File: src/rtl/thermal_alarm_pkg.sv
package thermal_alarm_pkg;
  localparam int ADDR_W = 8;

  localparam logic [ADDR_W-1:0] A_CTRL  = 8'h00;
  localparam logic [ADDR_W-1:0] A_CHEN  = 8'h04;
  localparam logic [ADDR_W-1:0] A_ALEN  = 8'h08;
  localparam logic [ADDR_W-1:0] A_SHEN  = 8'h0C;
  localparam logic [ADDR_W-1:0] A_PINRT = 8'h10;
  localparam logic [ADDR_W-1:0] A_RSTRT = 8'h14;
  localparam logic [ADDR_W-1:0] A_ALP   = 8'h18;
  localparam logic [ADDR_W-1:0] A_SHP   = 8'h1C;
  localparam logic [ADDR_W-1:0] A_PER   = 8'h20;
  localparam logic [ADDR_W-1:0] A_PERHT = 8'h24;
  localparam logic [ADDR_W-1:0] A_DEBA  = 8'h28;
  localparam logic [ADDR_W-1:0] A_DEBS  = 8'h2C;
  localparam logic [1:0] R_DATA = 2'b01;
  localparam logic [1:0] R_ATHR = 2'b10;
  localparam logic [1:0] R_STHR = 2'b11;

  typedef enum logic {SC_IDLE, SC_BUSY} scan_state_e;

  function automatic logic [15:0] mask_wr(logic [15:0] old, logic [31:0] w);
    return (old & ~w[31:16]) | (w[15:0] & w[31:16]);
  endfunction
endpackage

File: src/rtl/tac_debounce.sv
module tac_debounce #(
  parameter int CODE_W = 9,
  parameter int DEB_W  = 8
) (
  input  logic              clk,
  input  logic              rst_n,
  input  logic              upd,
  input  logic              en,
  input  logic [CODE_W-1:0] code,
  input  logic [CODE_W-1:0] thr,
  input  logic [DEB_W-1:0]  deb,
  output logic              fire
);
  logic [DEB_W-1:0] cnt_q, cnt_nxt, eff;
  logic             over;

  always_comb begin
    eff     = (deb == '0) ? DEB_W'(1) : deb;
    over    = (code >= thr);
    cnt_nxt = cnt_q;
    fire    = 1'b0;
    if (!en) begin
      cnt_nxt = '0;
    end else if (upd) begin
      if (!over) begin
        cnt_nxt = '0;
      end else if (cnt_q < eff) begin
        cnt_nxt = cnt_q + DEB_W'(1);
        fire    = (cnt_q + DEB_W'(1) == eff);
      end
    end
  end

  always_ff @(posedge clk or negedge rst_n) begin
    if (!rst_n) cnt_q <= '0;
    else        cnt_q <= cnt_nxt;
  end
endmodule

File: src/rtl/tac_scan.sv
module tac_scan #(
  parameter int NCH   = 7,
  parameter int PER_W = 16
) (
  input  logic             clk,
  input  logic             rst_n,
  input  logic             scan_en,
  input  logic [NCH-1:0]   ch_en,
  input  logic [PER_W-1:0] period,
  input  logic             smp_valid,
  output logic [NCH-1:0]   smp_req
);
  import thermal_alarm_pkg::*;
  localparam int IDX_W = (NCH > 1) ? $clog2(NCH) : 1;

  scan_state_e      st_q, st_nxt;
  logic [PER_W-1:0] tmr_q, tmr_nxt;
  logic [IDX_W-1:0] cur_q, cur_nxt;

  always_comb begin
    st_nxt  = st_q;
    tmr_nxt = tmr_q;
    cur_nxt = cur_q;
    if (st_q == SC_IDLE) begin
      if (!scan_en) begin
        tmr_nxt = '0;
      end else if ({1'b0, tmr_q} + (PER_W+1)'(1) >= {1'b0, period}) begin
        tmr_nxt = '0;
        cur_nxt = '0;
        st_nxt  = SC_BUSY;
      end else begin
        tmr_nxt = tmr_q + PER_W'(1);
      end
    end else if (!ch_en[cur_q] || smp_valid) begin
      if (cur_q == IDX_W'(NCH-1)) st_nxt = SC_IDLE;
      else                        cur_nxt = cur_q + IDX_W'(1);
    end
  end

  always_ff @(posedge clk or negedge rst_n) begin
    if (!rst_n) begin
      st_q  <= SC_IDLE;
      tmr_q <= '0;
      cur_q <= '0;
    end else begin
      st_q  <= st_nxt;
      tmr_q <= tmr_nxt;
      cur_q <= cur_nxt;
    end
  end

  assign smp_req = (st_q == SC_BUSY && ch_en[cur_q]) ? (NCH'(1) << cur_q) : '0;


  req_onehot_chk: assert property (@(posedge clk) disable iff (!rst_n)
    $onehot0(smp_req));


  req_hold_chk: assert property (@(posedge clk) disable iff (!rst_n)
    (|smp_req && !smp_valid) |=> ($stable(smp_req) || !$stable(ch_en)));
endmodule

File: src/rtl/tac_regs.sv
module tac_regs #(
  parameter int NCH          = 7,
  parameter int CODE_W       = 9,
  parameter int PER_W        = 16,
  parameter int DEB_W        = 8,
  parameter int PERIOD_RST   = 5000,
  parameter int DEB_RST      = 4,
  parameter int SHUT_THR_RST = 361
) (
  input  logic                         clk,
  input  logic                         rst_n,
  input  logic                         wr_en,
  input  logic [7:0]                   addr,
  input  logic [31:0]                  wdata,
  output logic [31:0]                  rdata,
  input  logic [NCH-1:0]               upd,
  input  logic [CODE_W-1:0]            code,
  input  logic [NCH-1:0]               al_fire,
  input  logic [NCH-1:0]               sh_fire,
  output logic                         scan_en,
  output logic                         pol,
  output logic [NCH-1:0]               ch_en,
  output logic [NCH-1:0]               al_en,
  output logic [NCH-1:0]               sh_en,
  output logic [NCH-1:0]               pin_rt,
  output logic [NCH-1:0]               rst_rt,
  output logic [NCH-1:0]               al_pend,
  output logic [NCH-1:0]               sh_pend,
  output logic [PER_W-1:0]             period,
  output logic [PER_W-1:0]             period_ht,
  output logic [DEB_W-1:0]             deb_al,
  output logic [DEB_W-1:0]             deb_sh,
  output logic [NCH-1:0][CODE_W-1:0]   thr_al,
  output logic [NCH-1:0][CODE_W-1:0]   thr_sh
);
  import thermal_alarm_pkg::*;

  logic                       scan_nxt, pol_nxt;
  logic [NCH-1:0]             chen_nxt, alen_nxt, shen_nxt, pin_nxt, rst_nxt;
  logic [NCH-1:0]             alp_nxt, shp_nxt, al_clr, sh_clr;
  logic [PER_W-1:0]           per_nxt, perht_nxt;
  logic [DEB_W-1:0]           deba_nxt, debs_nxt;
  logic [NCH-1:0][CODE_W-1:0] thra_nxt, thrs_nxt, data_q, data_nxt;
  logic [15:0]                t;
  logic [3:0]                 idx;
  logic                       idx_ok;

  assign idx    = addr[5:2];
  assign idx_ok = int'(idx) < NCH;

  always_comb begin
    scan_nxt = scan_en;   pol_nxt  = pol;
    chen_nxt = ch_en;     alen_nxt = al_en;   shen_nxt = sh_en;
    pin_nxt  = pin_rt;    rst_nxt  = rst_rt;
    per_nxt  = period;    perht_nxt = period_ht;
    deba_nxt = deb_al;    debs_nxt = deb_sh;
    thra_nxt = thr_al;    thrs_nxt = thr_sh;
    al_clr   = '0;        sh_clr   = '0;
    t        = '0;
    if (wr_en) begin
      case (addr)
        A_CTRL: begin
          t = mask_wr({7'b0, pol, 7'b0, scan_en}, wdata);
          scan_nxt = t[0];
          pol_nxt  = t[8];
        end
        A_CHEN:  chen_nxt  = NCH'(mask_wr(16'(ch_en), wdata));
        A_ALEN:  alen_nxt  = NCH'(mask_wr(16'(al_en), wdata));
        A_SHEN:  shen_nxt  = NCH'(mask_wr(16'(sh_en), wdata));
        A_PINRT: pin_nxt   = NCH'(mask_wr(16'(pin_rt), wdata));
        A_RSTRT: rst_nxt   = NCH'(mask_wr(16'(rst_rt), wdata));
        A_ALP:   al_clr    = wdata[NCH-1:0];
        A_SHP:   sh_clr    = wdata[NCH-1:0];
        A_PER:   per_nxt   = wdata[PER_W-1:0];
        A_PERHT: perht_nxt = wdata[PER_W-1:0];
        A_DEBA:  deba_nxt  = wdata[DEB_W-1:0];
        A_DEBS:  debs_nxt  = wdata[DEB_W-1:0];
        default: begin
          if (idx_ok && addr[7:6] == R_ATHR) thra_nxt[idx] = wdata[CODE_W-1:0];
          if (idx_ok && addr[7:6] == R_STHR) thrs_nxt[idx] = wdata[CODE_W-1:0];
        end
      endcase
    end
    alp_nxt = (al_pend & ~al_clr) | al_fire;
    shp_nxt = (sh_pend & ~sh_clr) | sh_fire;
    for (int c = 0; c < NCH; c++) begin
      data_nxt[c] = upd[c] ? code : data_q[c];
    end
  end

  always_ff @(posedge clk or negedge rst_n) begin
    if (!rst_n) begin
      scan_en <= 1'b0;  pol <= 1'b0;
      ch_en <= '0; al_en <= '0; sh_en <= '0; pin_rt <= '0; rst_rt <= '0;
      al_pend <= '0; sh_pend <= '0;
      period <= PER_W'(PERIOD_RST);  period_ht <= PER_W'(PERIOD_RST);
      deb_al <= DEB_W'(DEB_RST);     deb_sh <= DEB_W'(DEB_RST);
      thr_al <= '1;
      thr_sh <= {NCH{CODE_W'(SHUT_THR_RST)}};
      data_q <= '0;
    end else begin
      scan_en <= scan_nxt;  pol <= pol_nxt;
      ch_en <= chen_nxt; al_en <= alen_nxt; sh_en <= shen_nxt;
      pin_rt <= pin_nxt; rst_rt <= rst_nxt;
      al_pend <= alp_nxt; sh_pend <= shp_nxt;
      period <= per_nxt; period_ht <= perht_nxt;
      deb_al <= deba_nxt; deb_sh <= debs_nxt;
      thr_al <= thra_nxt; thr_sh <= thrs_nxt;
      data_q <= data_nxt;
    end
  end

  always_comb begin
    rdata = '0;
    case (addr)
      A_CTRL:  rdata = {23'b0, pol, 7'b0, scan_en};
      A_CHEN:  rdata = 32'(ch_en);
      A_ALEN:  rdata = 32'(al_en);
      A_SHEN:  rdata = 32'(sh_en);
      A_PINRT: rdata = 32'(pin_rt);
      A_RSTRT: rdata = 32'(rst_rt);
      A_ALP:   rdata = 32'(al_pend);
      A_SHP:   rdata = 32'(sh_pend);
      A_PER:   rdata = 32'(period);
      A_PERHT: rdata = 32'(period_ht);
      A_DEBA:  rdata = 32'(deb_al);
      A_DEBS:  rdata = 32'(deb_sh);
      default: begin
        if (idx_ok && addr[7:6] == R_DATA) rdata = 32'(data_q[idx]);
        if (idx_ok && addr[7:6] == R_ATHR) rdata = 32'(thr_al[idx]);
        if (idx_ok && addr[7:6] == R_STHR) rdata = 32'(thr_sh[idx]);
      end
    endcase
  end


  shut_latch_chk: assert property (@(posedge clk) disable iff (!rst_n)
    !(wr_en && addr == A_SHP) |=> (($past(sh_pend) & ~sh_pend) == '0));
endmodule

File: src/rtl/thermal_alarm_ctrl.sv
module thermal_alarm_ctrl #(
  parameter int NCH    = 7,
  parameter int CODE_W = 9,
  parameter int PER_W  = 16,
  parameter int DEB_W  = 8
) (
  input  logic              clk,
  input  logic              rst_n,
  input  logic              reg_wr,
  input  logic [7:0]        reg_addr,
  input  logic [31:0]       reg_wdata,
  output logic [31:0]       reg_rdata,
  output logic [NCH-1:0]    smp_req,
  input  logic              smp_valid,
  input  logic [CODE_W-1:0] smp_code,
  output logic              irq,
  output logic              shut_pin,
  output logic              shut_rst
);
  logic [1:0]                 rs_q;
  logic                       rst_n_s;
  logic                       scan_en, pol;
  logic [NCH-1:0]             ch_en, al_en, sh_en, pin_rt, rst_rt;
  logic [NCH-1:0]             al_pend, sh_pend, upd, al_fire, sh_fire;
  logic [PER_W-1:0]           period, period_ht, period_act;
  logic [DEB_W-1:0]           deb_al, deb_sh;
  logic [NCH-1:0][CODE_W-1:0] thr_al, thr_sh;
  logic                       pin_act;

  always_ff @(posedge clk or negedge rst_n) begin
    if (!rst_n) rs_q <= 2'b00;
    else        rs_q <= {rs_q[0], 1'b1};
  end
  assign rst_n_s = rs_q[1];

  tac_regs #(.NCH(NCH), .CODE_W(CODE_W), .PER_W(PER_W), .DEB_W(DEB_W)) u_regs (
    .clk(clk), .rst_n(rst_n_s), .wr_en(reg_wr), .addr(reg_addr),
    .wdata(reg_wdata), .rdata(reg_rdata), .upd(upd), .code(smp_code),
    .al_fire(al_fire), .sh_fire(sh_fire), .scan_en(scan_en), .pol(pol),
    .ch_en(ch_en), .al_en(al_en), .sh_en(sh_en), .pin_rt(pin_rt),
    .rst_rt(rst_rt), .al_pend(al_pend), .sh_pend(sh_pend), .period(period),
    .period_ht(period_ht), .deb_al(deb_al), .deb_sh(deb_sh),
    .thr_al(thr_al), .thr_sh(thr_sh));

  assign period_act = (|al_pend) ? period_ht : period;

  tac_scan #(.NCH(NCH), .PER_W(PER_W)) u_scan (
    .clk(clk), .rst_n(rst_n_s), .scan_en(scan_en), .ch_en(ch_en),
    .period(period_act), .smp_valid(smp_valid), .smp_req(smp_req));

  assign upd = smp_valid ? smp_req : '0;

  for (genvar c = 0; c < NCH; c++) begin : g_ch
    tac_debounce #(.CODE_W(CODE_W), .DEB_W(DEB_W)) u_al (
      .clk(clk), .rst_n(rst_n_s), .upd(upd[c]), .en(1'b1), .code(smp_code),
      .thr(thr_al[c]), .deb(deb_al), .fire(al_fire[c]));
    tac_debounce #(.CODE_W(CODE_W), .DEB_W(DEB_W)) u_sh (
      .clk(clk), .rst_n(rst_n_s), .upd(upd[c]), .en(sh_en[c]), .code(smp_code),
      .thr(thr_sh[c]), .deb(deb_sh), .fire(sh_fire[c]));
  end

  assign irq      = |(al_pend & al_en);
  assign pin_act  = |(sh_pend & pin_rt);
  assign shut_pin = pol ? pin_act : ~pin_act;
  assign shut_rst = |(sh_pend & rst_rt);


  alarm_on_sample_chk: assert property (@(posedge clk) disable iff (!rst_n_s)
    $rose(|al_pend) |-> $past(smp_valid));
endmodule

File: config.mk
export PLATFORM = sky130hd
export DESIGN_NAME = thermal_alarm_ctrl
export DESIGN_NICKNAME = d
export VERILOG_FILES = /design/src/rtl/thermal_alarm_pkg.sv /design/src/rtl/tac_debounce.sv /design/src/rtl/tac_scan.sv /design/src/rtl/tac_regs.sv /design/src/rtl/thermal_alarm_ctrl.sv
export SDC_FILE = /design/constraint.sdc
export NUM_CORES = 1
export LEC_CHECK = 0
export BUFFER_PORTS_ARGS = -buffer_cell sky130_fd_sc_hd__clkbuf_2
export CAP_MARGIN = 20
export CORE_MARGIN = 2
export CORE_UTILIZATION = 46
export CTS_CLUSTER_DIAMETER = 100
export CTS_CLUSTER_SIZE = 25
export DETAILED_ROUTE_END_ITERATION = 12
export SLEW_MARGIN = 20
export SYNTH_ARGS = -nofsm -noshare
export SYNTH_HDL_FRONTEND = slang
export SYNTH_SLANG_ARGS = --single-unit
File: constraint.sdc
create_clock -name clk -period 24.6 [get_ports clk]
set_input_delay 2.46 -clock clk [delete_from_list [all_inputs] [get_ports clk]]
set_output_delay 2.46 -clock clk [all_outputs]
set_load 0.02 [all_outputs]
==> results.yml, run 1 <==
run_status:
  status: "complete, no violations"
hold_path:
  hold_start: "rs_q[0]"
  min_path_type: "register to register"
worst_setup_path:
  cpPeakStageDelay_ns: 0.83
  regToRegSetupSlack_ns: 19.91
  critical_path.endpoint: "reg_rdata[4]"
  crit_fanout: 67
  r2r_cells: 11
  crit_cells: 9
  r2r_end: "u_scan.tmr_q[9]"
  crit_start: "reg_addr[2]"
  cp-start-kind: "primary input"
  cpMaxStageDelayCell: "buf_4"
  path_cells: "buf_6 > buf_4 > nor2b_1 > a21o_1 > a32oi_1 > nand3_1 > a211oi_1 > nor2_1 > clkbuf_2"
  crit_buf_inv: 3
  worst_ep_required_time_ns: 22.14
  reg2reg_from: "u_regs.al_pend[3]"
  end_kind: "primary output"
  cp_top_family: "buffers and inverters"
  arrival_ns: 5.58
  critPathKind: "primary input to primary output"
clocking:
  cts_hold_buf: 0
  cts-htree-levels: 1
  cts_tree: "done"
  root_buffer: "clkbuf_16"
  path_clk_slew_ns: 0.10
  clock_latency_ns: 0.59
  cts_buffer_depth: 3
  cts.sinks: 422
  cts_resized: 0
  postCtsSetupBuffers: 0
  numCtsBuffers: 22
synthesis:
  netlist_instances: 3201
  synth_edf_count: 0
  async_flop_share_pct: 100
  ys_seq_area_share_pct: 36.4
  synthTopCellsByArea: "dfrtp_1, ha_1, dfstp_2"
  ys_ff_latch: 422
  synth_ff_type: "dfrtp_1"
  synth.distinct_cells: 82
  netlist.area_leader.share_pct: 26.5
  synth_top_area_cell: "dfrtp_1"
  ys_warn_count: 0
  syn-cell-area_sq_mm: 0.0294
  avgSynthCellArea_sq_um: 9.19
cells_and_area:
  drive_above_1_share_pct: 14.4
  nets: 3500
  area_growth_syn_to_layout_pct: 6.01
  design_area_sq_mm: 0.0312
floorplanning:
  die_area_sq_mm: 0.0660
  die_h_um: 257
  num_rows: 92
  die_w_um: 257
  num_io_pins: 95
  start_util_pct: 46.6
  core_area_sq_mm: 0.0632
placement:
  globalplace.congestion: 0.915
  placed_area_sq_mm: 0.0305
  dpl.hpwl_mm: 62.1
  portBuffers: 70
timing:
  fin_crit_ns: 8.04
  hold_viol: 0
  slew_violations: 0
  setup_viol: 0
  rsz0062_at_grt: "no"
  max_clock_freq_mhz: 124
  tightest_slew_ns: 1.11
  slew_headroom_pct: 26.3
  finalCritPeriodShare_pct: 32.7
  clock_skew_ns: 0.0212
  final.setup.tns_ns: 0
drt:
  avgRoutedWirePerCell_um: 22.3
  drc: 0
  via_per_inst: 6.10
  drtPass1Iterations: 6
  drt-initial-drc-count: 2016
  drtAntennaViolNets: 0
  vias: 24600
  routed_wl_mm: 89.9
pwr:
  ir_drop_mv: 0.0497
  power.density_mw_per_mm2: 53.0
  leakage_nw: 14.4
grt:
  overflow: 0
  grt_max_degree: 154
  antenna_found_initial: 3
  grt_first_pass_wirelength_mm: 140
  grt_util_all_layers_pct: 26.8
  grt_pass1_vias: 23900
job:
  maxCapViolCount: 0
## per-layer routing
metal	GRT usage [%]	share of wire, %	vias up	routed length, um
li1	-	-	11500	-
met1	36.6	44	12200	39200
met2	43.9	47	769	42000
met3	3.73	6.4	171	5750
met4	8.56	3.2	2	2900
met5	0	0.014	-	13
## sequential cells by signal, indices dropped and copies added (netlist names), named ones only
register / cells
u_scan.tmr_q: 16
u_regs.deb_sh: 8
u_scan.st_q: 1
u_scan.cur_q: 3
u_regs.period: 16
u_regs.thr_al: 63
u_regs.al_pend: 7
u_regs.deb_al: 8
g_ch.u_al.cnt_q: 56
u_regs.thr_sh: 63
u_regs.data_q: 63
g_ch.u_sh.cnt_q: 56
rs_q: 2
u_regs.sh_pend: 7
u_regs.period_ht: 16
## power breakdown
part / internal [mW] / switching, mW / total (mW)
sequential: 0.779 / 0.0615 / 0.840
clock: 0.182 / 0.254 / 0.436
combinational: 0.151 / 0.227 / 0.378
total: 1.11 / 0.542 / 1.65
## cells in the mapped netlist (all sizes together) (37+ instances only)
master / number
a21oi: 120
nor3: 43
buf: 67
xnor2: 97
mux2i: 74
and3: 37
mux2: 141
nand2: 394
o21ai: 332
clkbuf: 113
nand2b: 49
dfstp: 110
o31ai: 40
inv: 193
nor2: 137
dfrtp: 312
nand3: 102
ha: 274
o22ai: 44
xor2: 41
## layout by cell type (no fill, tap or decap), types with 49 or more instances in the layout
| master | n |
|---|---|
| nand2b_1 | 49 |
| dfstp_2 | 110 |
| inv_1 | 193 |
| clkbuf_2 | 68 |
| nand2_1 | 394 |
| nor2_1 | 132 |
| o21ai_0 | 329 |
| dfrtp_1 | 311 |
| xnor2_1 | 97 |
| mux2i_1 | 74 |
| mux2_2 | 141 |
| ha_1 | 274 |
| nand3_1 | 99 |
| a21oi_1 | 120 |
## cell type report
type                            count  area [sq um]
Sequential cell                   422         10700
Antenna cell                        1          2.50
Multi-Input combinational cell   2421         17300
Timing Repair Buffer              113           698
Clock buffer                       33           623
Tap cell                          846          1060
Clock inverter                      7          65.1
Inverter                          193           724
Fill cell                        5978         32000
## how the worst min path moves through the flow
| stage | cells after the start | endpoint | slack (ns) |
|---|---|---|---|
| 3_3_place_gp | 0 | rs_q[1] | 0.33 |
| 3_5_place_dp | 0 | rs_q[1] | 0.34 |
| 6_report | 0 | rs_q[1] | 0.36 |
| 5_1_grt | 0 | rs_q[1] | 0.38 |
| 2_1_floorplan | 0 | rs_q[1] | 0.33 |
| 4_1_cts | 0 | rs_q[1] | 0.37 |
## logic make-up after synthesis
| group | share of synthesized area (%) |
|---|---|
| simple gates | 15.0 |
| flops | 36.4 |
| other cells | 0.0255 |
| fa+ha+maj | 11.7 |
| xor+xnor | 4.11 |
| buf+inv | 5.11 |
| compound gates | 17.7 |
| mux | 10.1 |
## through the flow
| step | std cells | power, mW | util (%) | setup WS (ns) | hold slack, ns |
|---|---|---|---|---|---|
| finish | 4036 | 1.65 | 49.3 | 16.56 | 0.362 |
| global route | 4036 | 1.74 | 49.3 | 16.46 | 0.379 |
| CTS | 4034 | 1.66 | 49.3 | 16.66 | 0.366 |
| detailed placement | 3994 | 1.23 | 48.2 | 16.66 | 0.343 |
| global placement | 3994 | 1.21 | 48.2 | 16.70 | 0.334 |
| floorplan | 3216 | 1.09 | - | 12.16 | 0.331 |
(Power assumes the default switching activity.)
==> run 2, diff against run 1 <==
==> constraint.sdc (replaced) <==
create_clock -name clk -period 8.2 [get_ports clk]
set_input_delay 0.82 -clock clk [delete_from_list [all_inputs] [get_ports clk]]
set_output_delay 0.82 -clock clk [all_outputs]
set_load 0.02 [all_outputs]
==> run 2 against run 1 <==
First-iteration DRC count grew 7.3%. Largest power group unchanged. Register-to-register slack lost 16 ns. Wire length grew 1.2%. Clock power grew to 3.0 times the previous value.
==> results.yml, run 2 (synthesized netlist as in run 1, its figures left out) <==
run_status:
  status: "complete, no violations"
drt:
  wl_met3_mm: 5.40
  drtPass1Iterations: 6
  drc: 0
  via_per_inst: 6.14
  route.met2.wl_mm: 42.6
  avgRoutedWirePerCell_um: 22.6
  maxUsedRoutingLayer: "met4"
  drt-initial-drc-count: 2164
  drt-met1-wl_mm: 39.7
  drtAntennaViolNets: 0
  vias: 24800
  routed_wl_mm: 91.0
timing:
  finalCritPeriodShare_pct: 57.3
  tightest_slew_ns: 1.19
  setup_viol: 0
  max_clock_freq_mhz: 213
  slew_violations: 0
  fin_crit_ns: 4.69
  hold_viol: 0
  slew_headroom_pct: 19.9
  final.setup.tns_ns: 0
  clock_skew_ns: 0.0197
  rsz0062_at_grt: "no"
pwr:
  leakage_nw: 14.3
  power.density_mw_per_mm2: 160
  ir_drop_mv: 0.128
clocking:
  clock_latency_ns: 0.59
  cts-htree-levels: 1
  root_buffer: "clkbuf_16"
  cts.sinks: 422
  numCtsBuffers: 22
  path_clk_slew_ns: 0.11
  cts_tree: "done"
  cts_buffer_depth: 3
  cts_resized: 0
grt:
  overflow: 0
  grt_first_pass_wirelength_mm: 140
  grt_util_all_layers_pct: 27.0
  grt_max_degree: 189
  grt_pass1_vias: 24100
  antenna_found_initial: 2
cells_and_area:
  drive_above_1_share_pct: 14.3
  fillers: 5948
  area_growth_syn_to_layout_pct: 6.02
  largestRegisters: "u_regs.data_q: 63 flops, u_regs.thr_al: 63 flops, u_regs.thr_sh: 63 flops"
  final_core_util_pct: 49.4
  final_cell_mix: "nand2_1, o21ai_0, dfrtp_1"
  final_common_cell: "nand2_1"
  nets: 3495
worst_setup_path:
  crit_fanout: 74
  arrival_ns: 3.87
  path_cells: "buf_6 > buf_4 > nand2b_1 > nor2_1 > a221oi_1 > o2111ai_1 > o22a_1 > clkbuf_2"
  end_kind: "primary output"
  cp_top_family: "buffers and inverters"
  regToRegSetupSlack_ns: 3.59
  crit_start: "reg_addr[2]"
  r2r_end: "g_ch[1].u_al.cnt_q[4]"
  cpMaxStageDelayCell: "buf_4"
  r2r_cells: 10
  worst_ep_required_time_ns: 7.38
  cpPeakStageDelay_ns: 0.68
  crit_buf_inv: 3
  critPathKind: "primary input to primary output"
  reg2reg_from: "u_regs.deb_al[5]"
  cp-start-kind: "primary input"
hold_path:
  hold_start: "rs_q[0]"
  hold_depth: 0
  min_to: "rs_q[1]"
  min_path_type: "register to register"
job:
  maxCapViolCount: 0
floorplanning:
  start_util_pct: 46.6
  num_io_pins: 95
  die_h_um: 257
  die_area_sq_mm: 0.0660
  die_w_um: 257
  core_area_sq_mm: 0.0632
  num_rows: 92
placement:
  globalplace.congestion: 0.907
  portBuffers: 70
  dpl.hpwl_mm: 62.5
-- run 2: stage by stage --
stage	hold WS (ns)	cell area [sq um]	setup slack [ns]	instances	power, mW
4_1_cts	0.364	31100	3.59	4028	5.01
2_1_floorplan	0.331	29500	1.42	3216	3.28
3_5_place_dp	0.347	30400	3.58	3987	3.68
5_1_grt	0.379	31200	3.29	4032	5.23
3_3_place_gp	0.337	30400	3.61	3987	3.62
6_report	0.363	31200	3.51	4032	4.98
-- run 2: layout make-up --
type	instances	area, sq um	area share (%)
Tap cell	846	1060	3.39
Antenna cell	2	5.00	0.0160
Sequential cell	422	10700	34.3
Inverter	193	724	2.32
Multi-Input combinational cell	2421	17300	55.5
Clock inverter	8	67.6	0.217
Timing Repair Buffer	108	677	2.17
Clock buffer	32	631	2.02
-- run 2: routing by layer --
metal  vias to the layer above  GRT usage (%)
met5                         -              0
met1                     12300           36.8
met2                       842           44.4
met3                       177           3.08
met4                         0           9.53
li1                      11500              -
-- run 2: worst max path at each step --
stage,endpoint,cells after the start
global placement,reg_rdata[1],8
floorplan,async pin,0
CTS,reg_rdata[1],8
detailed placement,reg_rdata[1],8
finish,reg_rdata[1],8
global route,g_ch[1].u_al.cnt_q[4],10
-- run 2: power by group --
part | switching (mW) | total, mW | internal, mW
Clock | 0.770 | 1.32 | 0.555
Sequential | 0.185 | 2.52 | 2.34
Combinational | 0.685 | 1.14 | 0.451
Total | 1.64 | 4.98 | 3.34
-- run 2: timing repair --
action / CTS / global route
hold endpoints to repair: 2 / 0
hold buffers: 1 / 0
buffers inserted: 0 / 0
endpoints found under the setup margin: 0 / 0
